[src/rtl/pt_walker_pkg.sv]
package pt_walker_pkg;
  localparam int unsigned VA_W    = 32;
  localparam int unsigned OFF_W   = 12;
  localparam int unsigned IDX_W   = 10;
  localparam int unsigned FRAME_W = VA_W - OFF_W;
  localparam int unsigned SLOT_LG = 2;

  localparam int unsigned BIT_PRESENT  = 0;
  localparam int unsigned BIT_WRITABLE = 1;
  localparam int unsigned BIT_DIRTY    = 6;

  typedef enum logic [1:0] {
    CAUSE_NONE       = 2'd0,
    CAUSE_DIR_ABSENT = 2'd1,
    CAUSE_TBL_ABSENT = 2'd2,
    CAUSE_WPROT      = 2'd3
  } cause_t;

  typedef enum logic [2:0] {
    ST_IDLE, ST_DIR, ST_TBL, ST_WB, ST_DONE
  } walk_st_t;

  typedef struct packed {
    logic [FRAME_W-1:0] frame;
    logic               present;
    logic               writable;
    logic               dirty;
  } entry_view_t;

  function automatic logic [IDX_W-1:0] dir_index(input logic [VA_W-1:0] va);
    return va[VA_W-1 -: IDX_W];
  endfunction

  function automatic logic [IDX_W-1:0] tbl_index(input logic [VA_W-1:0] va);
    return va[OFF_W+IDX_W-1 -: IDX_W];
  endfunction

  function automatic logic [VA_W-1:0] slot_addr(input logic [FRAME_W-1:0] base,
                                                input logic [IDX_W-1:0]   idx);
    logic [VA_W-1:0] wide_idx;
    wide_idx = VA_W'(idx);
    return {base, {OFF_W{1'b0}}} | (wide_idx << SLOT_LG);
  endfunction

  function automatic logic [VA_W-1:0] join_paddr(input logic [FRAME_W-1:0] frame,
                                                 input logic [VA_W-1:0]    va);
    return {frame, va[OFF_W-1:0]};
  endfunction

  function automatic logic [VA_W-1:0] mark_dirty(input logic [VA_W-1:0] word);
    logic [VA_W-1:0] out;
    out = word;
    out[BIT_DIRTY] = 1'b1;
    return out;
  endfunction
endpackage

[src/rtl/pt_entry_eval.sv]
module pt_entry_eval
  import pt_walker_pkg::*;
(
  input  logic [VA_W-1:0] entry,
  input  logic            is_write,
  input  logic            level_tbl,
  output entry_view_t     view,
  output cause_t          cause,
  output logic            need_wb
);
  logic unused_rsvd;
  assign unused_rsvd = ^{entry[OFF_W-1:BIT_DIRTY+1], entry[BIT_DIRTY-1:BIT_WRITABLE+1]};

  always_comb begin
    view.frame    = entry[VA_W-1:OFF_W];
    view.present  = entry[BIT_PRESENT];
    view.writable = entry[BIT_WRITABLE];
    view.dirty    = entry[BIT_DIRTY];
  end

  always_comb begin
    cause = CAUSE_NONE;
    if (!view.present)
      cause = level_tbl ? CAUSE_TBL_ABSENT : CAUSE_DIR_ABSENT;
    else if (is_write && !view.writable)
      cause = CAUSE_WPROT;
  end

  assign need_wb = level_tbl && is_write && (cause == CAUSE_NONE) && !view.dirty;

  // a protection fault only ever arises for a write access
  always_comb begin
    if (cause == CAUSE_WPROT)
      assert (is_write) else $error("p_wprot_write_only_r6");
  end
endmodule

[src/rtl/pt_port_drive.sv]
module pt_port_drive
  import pt_walker_pkg::*;
(
  input  logic               clk,
  input  logic               rst_n,
  input  walk_st_t           st,
  input  logic [VA_W-1:0]    vaddr,
  input  logic [FRAME_W-1:0] root,
  input  logic [FRAME_W-1:0] tbl_base,
  input  logic [VA_W-1:0]    wb_word,
  input  logic               mem_ack,
  output logic               mem_req,
  output logic               mem_we,
  output logic [VA_W-1:0]    mem_addr,
  output logic [VA_W-1:0]    mem_wdata
);
  always_comb begin
    mem_req   = 1'b0;
    mem_we    = 1'b0;
    mem_addr  = '0;
    mem_wdata = '0;
    unique case (st)
      ST_DIR: begin
        mem_req  = 1'b1;
        mem_addr = slot_addr(root, dir_index(vaddr));
      end
      ST_TBL: begin
        mem_req  = 1'b1;
        mem_addr = slot_addr(tbl_base, tbl_index(vaddr));
      end
      ST_WB: begin
        mem_req   = 1'b1;
        mem_we    = 1'b1;
        mem_addr  = slot_addr(tbl_base, tbl_index(vaddr));
        mem_wdata = wb_word;
      end
      default: ;
    endcase
  end

  p_hold_addr_r1: assert property (@(posedge clk) disable iff (!rst_n)
    mem_req && !mem_ack |=> mem_req && $stable(mem_addr));

  p_wb_dirty_r7: assert property (@(posedge clk) disable iff (!rst_n)
    mem_req && mem_we |-> mem_wdata[BIT_DIRTY] && mem_wdata[BIT_PRESENT] && mem_wdata[BIT_WRITABLE]);

  p_wb_after_read_r7: assert property (@(posedge clk) disable iff (!rst_n)
    $rose(mem_we) |-> $past(mem_ack) && $past(mem_req) && !$past(mem_we));
endmodule

[src/rtl/pt_walk_ctrl.sv]
module pt_walk_ctrl
  import pt_walker_pkg::*;
(
  input  logic               clk,
  input  logic               rst_n,
  input  logic               req_valid,
  input  logic               req_write,
  input  logic [VA_W-1:0]    req_vaddr,
  input  logic [FRAME_W-1:0] dir_root,
  input  logic               mem_ack,
  input  logic [VA_W-1:0]    mem_rdata,
  input  entry_view_t        ev_view,
  input  cause_t             ev_cause,
  input  logic               ev_need_wb,
  output walk_st_t           st,
  output logic               wr_q,
  output logic [VA_W-1:0]    vaddr_q,
  output logic [FRAME_W-1:0] root_q,
  output logic [FRAME_W-1:0] tbl_base_q,
  output logic [VA_W-1:0]    wb_q,
  output logic               fault_q,
  output cause_t             cause_q,
  output logic [VA_W-1:0]    paddr_q
);
  logic accept, leaf_ok;
  assign accept  = (st == ST_IDLE) && req_valid;
  assign leaf_ok = (st == ST_TBL) && mem_ack && (ev_cause == CAUSE_NONE);

  always_ff @(posedge clk) begin
    if (!rst_n) begin
      st         <= ST_IDLE;
      wr_q       <= 1'b0;
      vaddr_q    <= '0;
      root_q     <= '0;
      tbl_base_q <= '0;
      wb_q       <= '0;
      fault_q    <= 1'b0;
      cause_q    <= CAUSE_NONE;
      paddr_q    <= '0;
    end else begin
      unique case (st)
        ST_IDLE: if (accept) begin
          vaddr_q <= req_vaddr;
          wr_q    <= req_write;
          root_q  <= dir_root;
          fault_q <= 1'b0;
          cause_q <= CAUSE_NONE;
          paddr_q <= '0;
          st      <= ST_DIR;
        end
        ST_DIR: if (mem_ack) begin
          if (ev_cause != CAUSE_NONE) begin
            fault_q <= 1'b1;
            cause_q <= ev_cause;
            st      <= ST_DONE;
          end else begin
            tbl_base_q <= ev_view.frame;
            st         <= ST_TBL;
          end
        end
        ST_TBL: if (mem_ack) begin
          if (ev_cause != CAUSE_NONE) begin
            fault_q <= 1'b1;
            cause_q <= ev_cause;
            st      <= ST_DONE;
          end else begin
            paddr_q <= join_paddr(ev_view.frame, vaddr_q);
            if (ev_need_wb) begin
              wb_q <= mark_dirty(mem_rdata);
              st   <= ST_WB;
            end else begin
              st <= ST_DONE;
            end
          end
        end
        ST_WB:   if (mem_ack) st <= ST_DONE;
        ST_DONE: st <= ST_IDLE;
        default: st <= ST_IDLE;
      endcase
    end
  end

  p_paddr_offset_r3: assert property (@(posedge clk) disable iff (!rst_n)
    (st == ST_DONE) && !fault_q |-> paddr_q[OFF_W-1:0] == vaddr_q[OFF_W-1:0]);

  p_cause_matches_r4: assert property (@(posedge clk) disable iff (!rst_n)
    (st == ST_DONE) |-> fault_q == (cause_q != CAUSE_NONE));

  p_leaf_result_r3: assert property (@(posedge clk) disable iff (!rst_n)
    leaf_ok |=> !fault_q && (paddr_q[VA_W-1:OFF_W] == $past(mem_rdata[VA_W-1:OFF_W])));
endmodule

[src/rtl/pt_walker.sv]
module pt_walker
  import pt_walker_pkg::*;
(
  input  logic               clk,
  input  logic               rst_n,
  input  logic               req_valid,
  input  logic               req_write,
  input  logic [VA_W-1:0]    req_vaddr,
  input  logic [FRAME_W-1:0] dir_root,
  output logic               ready,
  output logic               done,
  output logic               fault,
  output logic [1:0]         fault_cause,
  output logic [VA_W-1:0]    paddr,
  output logic               mem_req,
  output logic               mem_we,
  output logic [VA_W-1:0]    mem_addr,
  output logic [VA_W-1:0]    mem_wdata,
  input  logic               mem_ack,
  input  logic [VA_W-1:0]    mem_rdata
);
  walk_st_t           st;
  logic               wr_q;
  logic [VA_W-1:0]    vaddr_q, wb_q, paddr_q;
  logic [FRAME_W-1:0] root_q, tbl_base_q;
  logic               fault_q;
  cause_t             cause_q;
  entry_view_t        ev_view;
  cause_t             ev_cause;
  logic               ev_need_wb;

  pt_entry_eval u_eval (
    .entry     (mem_rdata),
    .is_write  (wr_q),
    .level_tbl (st == ST_TBL),
    .view      (ev_view),
    .cause     (ev_cause),
    .need_wb   (ev_need_wb)
  );

  pt_walk_ctrl u_ctrl (
    .clk        (clk),
    .rst_n      (rst_n),
    .req_valid  (req_valid),
    .req_write  (req_write),
    .req_vaddr  (req_vaddr),
    .dir_root   (dir_root),
    .mem_ack    (mem_ack),
    .mem_rdata  (mem_rdata),
    .ev_view    (ev_view),
    .ev_cause   (ev_cause),
    .ev_need_wb (ev_need_wb),
    .st         (st),
    .wr_q       (wr_q),
    .vaddr_q    (vaddr_q),
    .root_q     (root_q),
    .tbl_base_q (tbl_base_q),
    .wb_q       (wb_q),
    .fault_q    (fault_q),
    .cause_q    (cause_q),
    .paddr_q    (paddr_q)
  );

  pt_port_drive u_port (
    .clk       (clk),
    .rst_n     (rst_n),
    .st        (st),
    .vaddr     (vaddr_q),
    .root      (root_q),
    .tbl_base  (tbl_base_q),
    .wb_word   (wb_q),
    .mem_ack   (mem_ack),
    .mem_req   (mem_req),
    .mem_we    (mem_we),
    .mem_addr  (mem_addr),
    .mem_wdata (mem_wdata)
  );

  assign ready       = (st == ST_IDLE);
  assign done        = (st == ST_DONE);
  assign fault       = fault_q;
  assign fault_cause = cause_q;
  assign paddr       = paddr_q;

  p_idle_quiet_r8: assert property (@(posedge clk) disable iff (!rst_n)
    ready |-> !mem_req && !done);

  p_done_pulse_r9: assert property (@(posedge clk) disable iff (!rst_n)
    done |=> !done && ready);

  p_no_wb_on_fault_r6: assert property (@(posedge clk) disable iff (!rst_n)
    mem_we |-> !fault);
endmodule

[config.mk]
export PLATFORM = sky130hd
export DESIGN_NAME = pt_walker
export DESIGN_NICKNAME = d
export VERILOG_FILES = /design/src/rtl/pt_walker_pkg.sv /design/src/rtl/pt_entry_eval.sv /design/src/rtl/pt_port_drive.sv /design/src/rtl/pt_walk_ctrl.sv /design/src/rtl/pt_walker.sv
export SDC_FILE = /design/constraint.sdc
export NUM_CORES = 1
export LEC_CHECK = 0
export BUFFER_PORTS_ARGS = -buffer_cell sky130_fd_sc_hd__buf_2
export CAP_MARGIN = 20
export CORE_ASPECT_RATIO = 0.7
export CORE_MARGIN = 4
export CORE_UTILIZATION = 52
export DETAILED_ROUTE_END_ITERATION = 6
export PLACE_DENSITY = 0.8
export SKIP_LAST_GASP = 1
export SLEW_MARGIN = 15
export SYNTH_ARGS = -nofsm -noshare
export SYNTH_HDL_FRONTEND = slang
export SYNTH_HIERARCHICAL = 1
export SYNTH_SLANG_ARGS = --single-unit
[constraint.sdc]
create_clock -name clk -period 3.1 [get_ports clk]
set_clock_uncertainty 0.2 [all_clocks]
set_input_delay 0.465 -clock clk [delete_from_list [all_inputs] [get_ports clk]]
set_output_delay 0.465 -clock clk [all_outputs]
set_load 0.05 [all_outputs]
==> summary.txt, run 1 <==
Number of nets in the layout: 983
Syn Std Cell Area: 6450 sq um
YS warnings: 6
Final critical-path share of the clock period: 94.3%
Clock insertion delay at the later pin of the skew report: 410 ps
Worst flop-to-flop path endpoint: u_ctrl/wb_q[27]
Final Slew Violations: 0
Post-cts repair resize count: 0
Source of the critical timing path: u_ctrl/st[1]
TritonCTS clock tree: done
Total CTS buffers: 17
Worst Path Class, Setup: reg -> out
DRC violations left: 0
Total placed instance area: 7240 sq um
Buffers added on ports: 189
CTS root buf: sky130_fd_sc_hd__clkbuf_16
Clock-pin slew of the registers on the worst-case setup and hold paths: 60 ps
Post-Route WL: 17900 um
Crit path time final: 2920 ps
Fmax: 0.342 GHz
Leftover overflow at the end of global routing: 0
Maximum root-to-sink buffer count: 2
Filler cell count: 1006
Effective utilization at floorplan: 54.1%
Number of cell instances on the worst register-to-register path: 7
Area of the core region: 11900 sq um
Clock net sink count: 143
Worst-Margin Slew: 742 ps
Area of the die: 14300 sq um
Hold path cells: 3
Tot GR Track Use: 24.4%
Wire length of the first global-routing pass: 27700 um
Number of endpoints with negative hold slack in the final report: 0
Via count of the first global-routing pass: 5283
Last element of the critical path: mem_addr[19]
Critical path fanouts, max: 23
HP Class: in -> reg
Worst slew margin: 50.5%
Flop-to-flop setup slack: 460 ps
Final instance area: 7940 sq um
Number of violations of the max-capacitance limit: 0
Pre-CTS setup slack: 507 ps
Maximum number of pins on one net before global-route repair: 135
Start of the worst register-to-register path: u_ctrl/st[1]
Pre-antenna DRT Iters: 5
Width of the die: 141 um
Data arrival at the endpoint of the critical path: 2260 ps
Vertical die dimension: 101 um
Required arrival time at the worst endpoint: 2430 ps
Count of hold buffers inserted by post-cts repair: 0
Drt initial violations: 421
Pwr/cell area: 606 nW/um^2
Remaining number of nets flagged by the antenna check after routing: 0
Boundary pin count: 192
Final HPWL from detailed placement: 12100 um
Setup repair after global routing missed its margin: false
Avg Cell Area, Syn: 8.53 sq um
Overall power: 4820 uW
Number of antenna violations at the first check in global routing: 0
Via density per instance: 5.48
Layout Area Growth over Synthesis: 23.1%
Number of buffers added for setup after CTS: 0
Number of rows in the core area: 33
Total number of H-tree levels: 4
Final routed wire length divided by cell count: 16.8 um
Setup_tns: 0 ps
Peak supply drop: 0.414 mV
CP startpoint kind: flop
Outcome: completed
Syn Inst Count: 756
DR vias: 5835
Routability congestion estimate: 0.827
Final setup violation count: 0
Min setup slack post-route: 177 ps
Category of the worst setup path capture point: output pin
Static leakage: 0.00357 uW
Fraction of layout cells with a size suffix above 1: 27.7%
cell usage in the layout, fill, tap and decap left out, types with 4 or more instances in the layout:
| cell | instances |
|---|---|
| sky130_fd_sc_hd__a21boi_0 | 44 |
| sky130_fd_sc_hd__a21boi_1 | 9 |
| sky130_fd_sc_hd__a21oi_1 | 35 |
| sky130_fd_sc_hd__a32o_1 | 30 |
| sky130_fd_sc_hd__and3_1 | 33 |
| sky130_fd_sc_hd__buf_12 | 4 |
| sky130_fd_sc_hd__buf_2 | 188 |
| sky130_fd_sc_hd__buf_4 | 18 |
| sky130_fd_sc_hd__bufinv_16 | 7 |
| sky130_fd_sc_hd__clkbuf_16 | 17 |
| sky130_fd_sc_hd__dfxtp_1 | 142 |
| sky130_fd_sc_hd__mux2i_1 | 53 |
| sky130_fd_sc_hd__nand2_1 | 214 |
| sky130_fd_sc_hd__nand3_1 | 34 |
| sky130_fd_sc_hd__o21ai_0 | 33 |
layer usage:
layer	vias up	track usage [%]	wire, um
li1	2838	-	-
met1	2749	36.1	8480
met2	237	35.7	7810
met3	11	5.99	1500
met4	0	6.18	113
met5	-	0	0
worst max-delay path: stages, from the launching register on:
cell,delay (ps)
sky130_fd_sc_hd__dfxtp_1,410
sky130_fd_sc_hd__buf_4,210
sky130_fd_sc_hd__nor2_2,350
sky130_fd_sc_hd__buf_4,360
sky130_fd_sc_hd__a32o_1,240
sky130_fd_sc_hd__buf_2,270
where the power goes:
part / total, uW / switching [uW] / internal [uW]
combinational: 485 / 330 / 155
clock: 2400 / 764 / 1630
sequential: 1930 / 35.2 / 1900
state kept, by name (all words and copies together), names as in the netlist:
name,count
u_ctrl/paddr_q,32
u_ctrl/vaddr_q,32
u_ctrl/wb_q,32
u_ctrl/root_q,20
u_ctrl/tbl_base_q,20
u_ctrl/st,3
u_ctrl/cause_q,2
u_ctrl/fault_q,1
u_ctrl/wr_q,1
worst min-delay path by stage:
stage	from	endpoint	slack [ps]
after floorplan	u_ctrl/wb_q[0]	u_ctrl/wb_q[0]	230
final	req_vaddr[14]	u_ctrl/vaddr_q[14]	90
after detailed placement	u_ctrl/wb_q[27]	u_ctrl/wb_q[27]	250
after global routing	req_vaddr[28]	u_ctrl/vaddr_q[28]	80
after CTS	req_vaddr[14]	u_ctrl/vaddr_q[14]	70
after global placement	u_ctrl/wb_q[19]	u_ctrl/wb_q[19]	240
through the flow:
| step | hold slack, ps | util [%] | cells |
|---|---|---|---|
| final | 87.9 | 66.6 | 1065 |
| after global routing | 83.9 | 66.5 | 1064 |
| after CTS | 71.3 | 66.5 | 1064 |
| after detailed placement | 246 | 60.7 | 1032 |
| after global placement | 238 | 60.7 | 1032 |
| after floorplan | 230 | - | 757 |
cell type report:
cell class                 instances  area, sq um  area share [%]
antenna                            1         2.50          0.0315
clock buffer                      22          464            5.84
clock inverter                    10          231            2.91
inverter                           2         7.51          0.0945
multi-input combinational        520         3020            38.0
sequential                       143         2860            36.1
tap                              157          196            2.47
timing repair buffer             210         1160            14.6
(Power assumes the default switching activity.)
==> run 2, diff against run 1 <==
CORE_ASPECT_RATIO = unset   (was 0.7)
SLEW_MARGIN = unset   (was 15)
==> run 2 against run 1 <==
  * Maximum frequency increased by 3.6%
  * Power is 9.0% lower
  * Clock power fell by 17%
  * Register-to-register slack gained 30 ps
  * Combinational power down 5.2%
  * Highest routed layer is now met5
  * Largest power group unchanged
  * Sequential share of layout area is 0.67 points higher
  * Global-route usage is 1.1 points lower
==> summary.txt, run 2 (synthesis gave the netlist of run 1 again) <==
Total CTS buffers: 17
Pwr/cell area: 562 nW/um^2
Width of the die: 119 um
Worst Path Class, Setup: reg -> out
Critical path fanouts, max: 53
Via count of the first global-routing pass: 5273
DR vias: 5663
Worst-Margin Slew: 735 ps
Vertical die dimension: 119 um
Buffers added on ports: 189
Final critical-path share of the clock period: 91.0%
Number of antenna violations at the first check in global routing: 1
Setup repair after global routing missed its margin: false
Clock insertion delay at the later pin of the skew report: 410 ps
Number of violations of the max-capacitance limit: 0
Number of endpoints with negative hold slack in the final report: 0
Number of buffers added for setup after CTS: 0
Count of hold buffers inserted by post-cts repair: 0
Leading registers by flop count: u_ctrl/paddr_q x32, u_ctrl/vaddr_q x32, u_ctrl/wb_q x32
Category of the worst setup path capture point: output pin
CP startpoint kind: flop
Critical-path cell with the highest stage delay: sky130_fd_sc_hd__dfxtp_2
Boundary pin count: 192
Clock net sink count: 143
Crit path time final: 2820 ps
Pre-antenna DRT Iters: 5
Worst slew margin: 51.0%
Static leakage: 0.00350 uW
Data arrival at the endpoint of the critical path: 2160 ps
Biggest cell delay along the critical path: 660 ps
Post-Route WL: 16800 um
Pre-CTS setup slack: 550 ps
Routability congestion estimate: 0.809
Total placed instance area: 7220 sq um
Fraction of layout cells with a size suffix above 1: 27.7%
CTS root buf: sky130_fd_sc_hd__clkbuf_16
Number of nets in the layout: 979
Drt initial violations: 454
Peak supply drop: 0.394 mV
Overall power: 4380 uW
Most common library cell in the layout ignoring fill and taps: sky130_fd_sc_hd__nand2_1
Layout Area Growth over Synthesis: 20.9%
Flop-to-flop setup slack: 490 ps
Maximum number of pins on one net before global-route repair: 74
Final Slew Violations: 0
Maximum root-to-sink buffer count: 2
Final instance area: 7800 sq um
Tot GR Track Use: 23.2%
HP Class: in -> reg
TritonCTS clock tree: done
Remaining number of nets flagged by the antenna check after routing: 0
Worst-path cell chain: buf_4 > a32o_1 > buf_2
Area of the die: 14200 sq um
Diodes inserted: 0
Leftover overflow at the end of global routing: 0
Filler cell count: 1071
Final HPWL from detailed placement: 11400 um
Fmax: 0.354 GHz
Area of the core region: 12100 sq um
Setup_tns: 0 ps
Post-cts repair resize count: 0
Number of rows in the core area: 40
Min setup slack post-route: 279 ps
DRC violations left: 0
Total number of H-tree levels: 4
Final routed wire length divided by cell count: 15.7 um
Final setup violation count: 0
Required arrival time at the worst endpoint: 2430 ps
Outcome: completed
Effective utilization at floorplan: 53.5%
Commonest cells after routing, fill and taps aside: sky130_fd_sc_hd__nand2_1, sky130_fd_sc_hd__buf_2, sky130_fd_sc_hd__dfxtp_1, sky130_fd_sc_hd__mux2i_1, sky130_fd_sc_hd__a21boi_0
Wire length of the first global-routing pass: 26800 um
Clock-pin slew of the registers on the worst-case setup and hold paths: 60 ps
Via density per instance: 5.29
==> run 2: changes by cell type in the layout (fill, tap and decap cells not counted), moves of 2 or more <==
cell,delta
sky130_fd_sc_hd__clkbuf_1,-3
sky130_fd_sc_hd__bufinv_16,-5
sky130_fd_sc_hd__clkinv_2,+4
sky130_fd_sc_hd__clkinv_4,+2
sky130_fd_sc_hd__clkinvlp_4,+2
sky130_fd_sc_hd__buf_4,-3
==> run 2: path summary, 6_finish.rpt <==
kind                  endpoint       startpoint  cells after the start
max               mem_addr[23]     u_ctrl/st[0]                      3
min          u_ctrl/root_q[18]     dir_root[18]                      3
max reg2reg     u_ctrl/wb_q[0]     u_ctrl/st[1]                      7
min reg2reg    u_ctrl/wb_q[10]  u_ctrl/wb_q[10]                      2
==> run 2: metrics by stage <==
step	std cells	utilization (%)	hold slack [ps]
2_1_floorplan	757	-	230
3_3_place_gp	1039	59.8	238
3_5_place_dp	1039	59.8	245
4_1_cts	1071	64.6	75.3
5_1_grt	1071	64.6	86.8
6_report	1071	64.6	87.7
==> run 2: where the power goes <==
part	internal, uW	switching (uW)	total, uW
logic	148	311	460
clock network	1200	782	1980
registers	1900	43.7	1940
==> run 2: final cells by class <==
class	count	area (sq um)	share of cell area, %
Inverter	2	7.51	0.0963
Sequential cell	143	2860	36.7
Clock buffer	18	439	5.63
Timing Repair Buffer	206	1110	14.3
Tap cell	168	210	2.70
Clock inverter	14	143	1.83
Multi-Input combinational cell	520	3020	38.7
==> run 2: layer usage <==
layer / GRT usage, % / routed length (um)
met3: 6.17 / 1380
met4: 7.59 / 218
met1: 31.9 / 7680
met5: 0 / 8
met2: 35.6 / 7510
==> run 2: critical path: cells and delay by family (launching register included) <==
kind	cells	cell delay (ps)
flops	1	660
compound gates	1	280
buf+inv	2	790
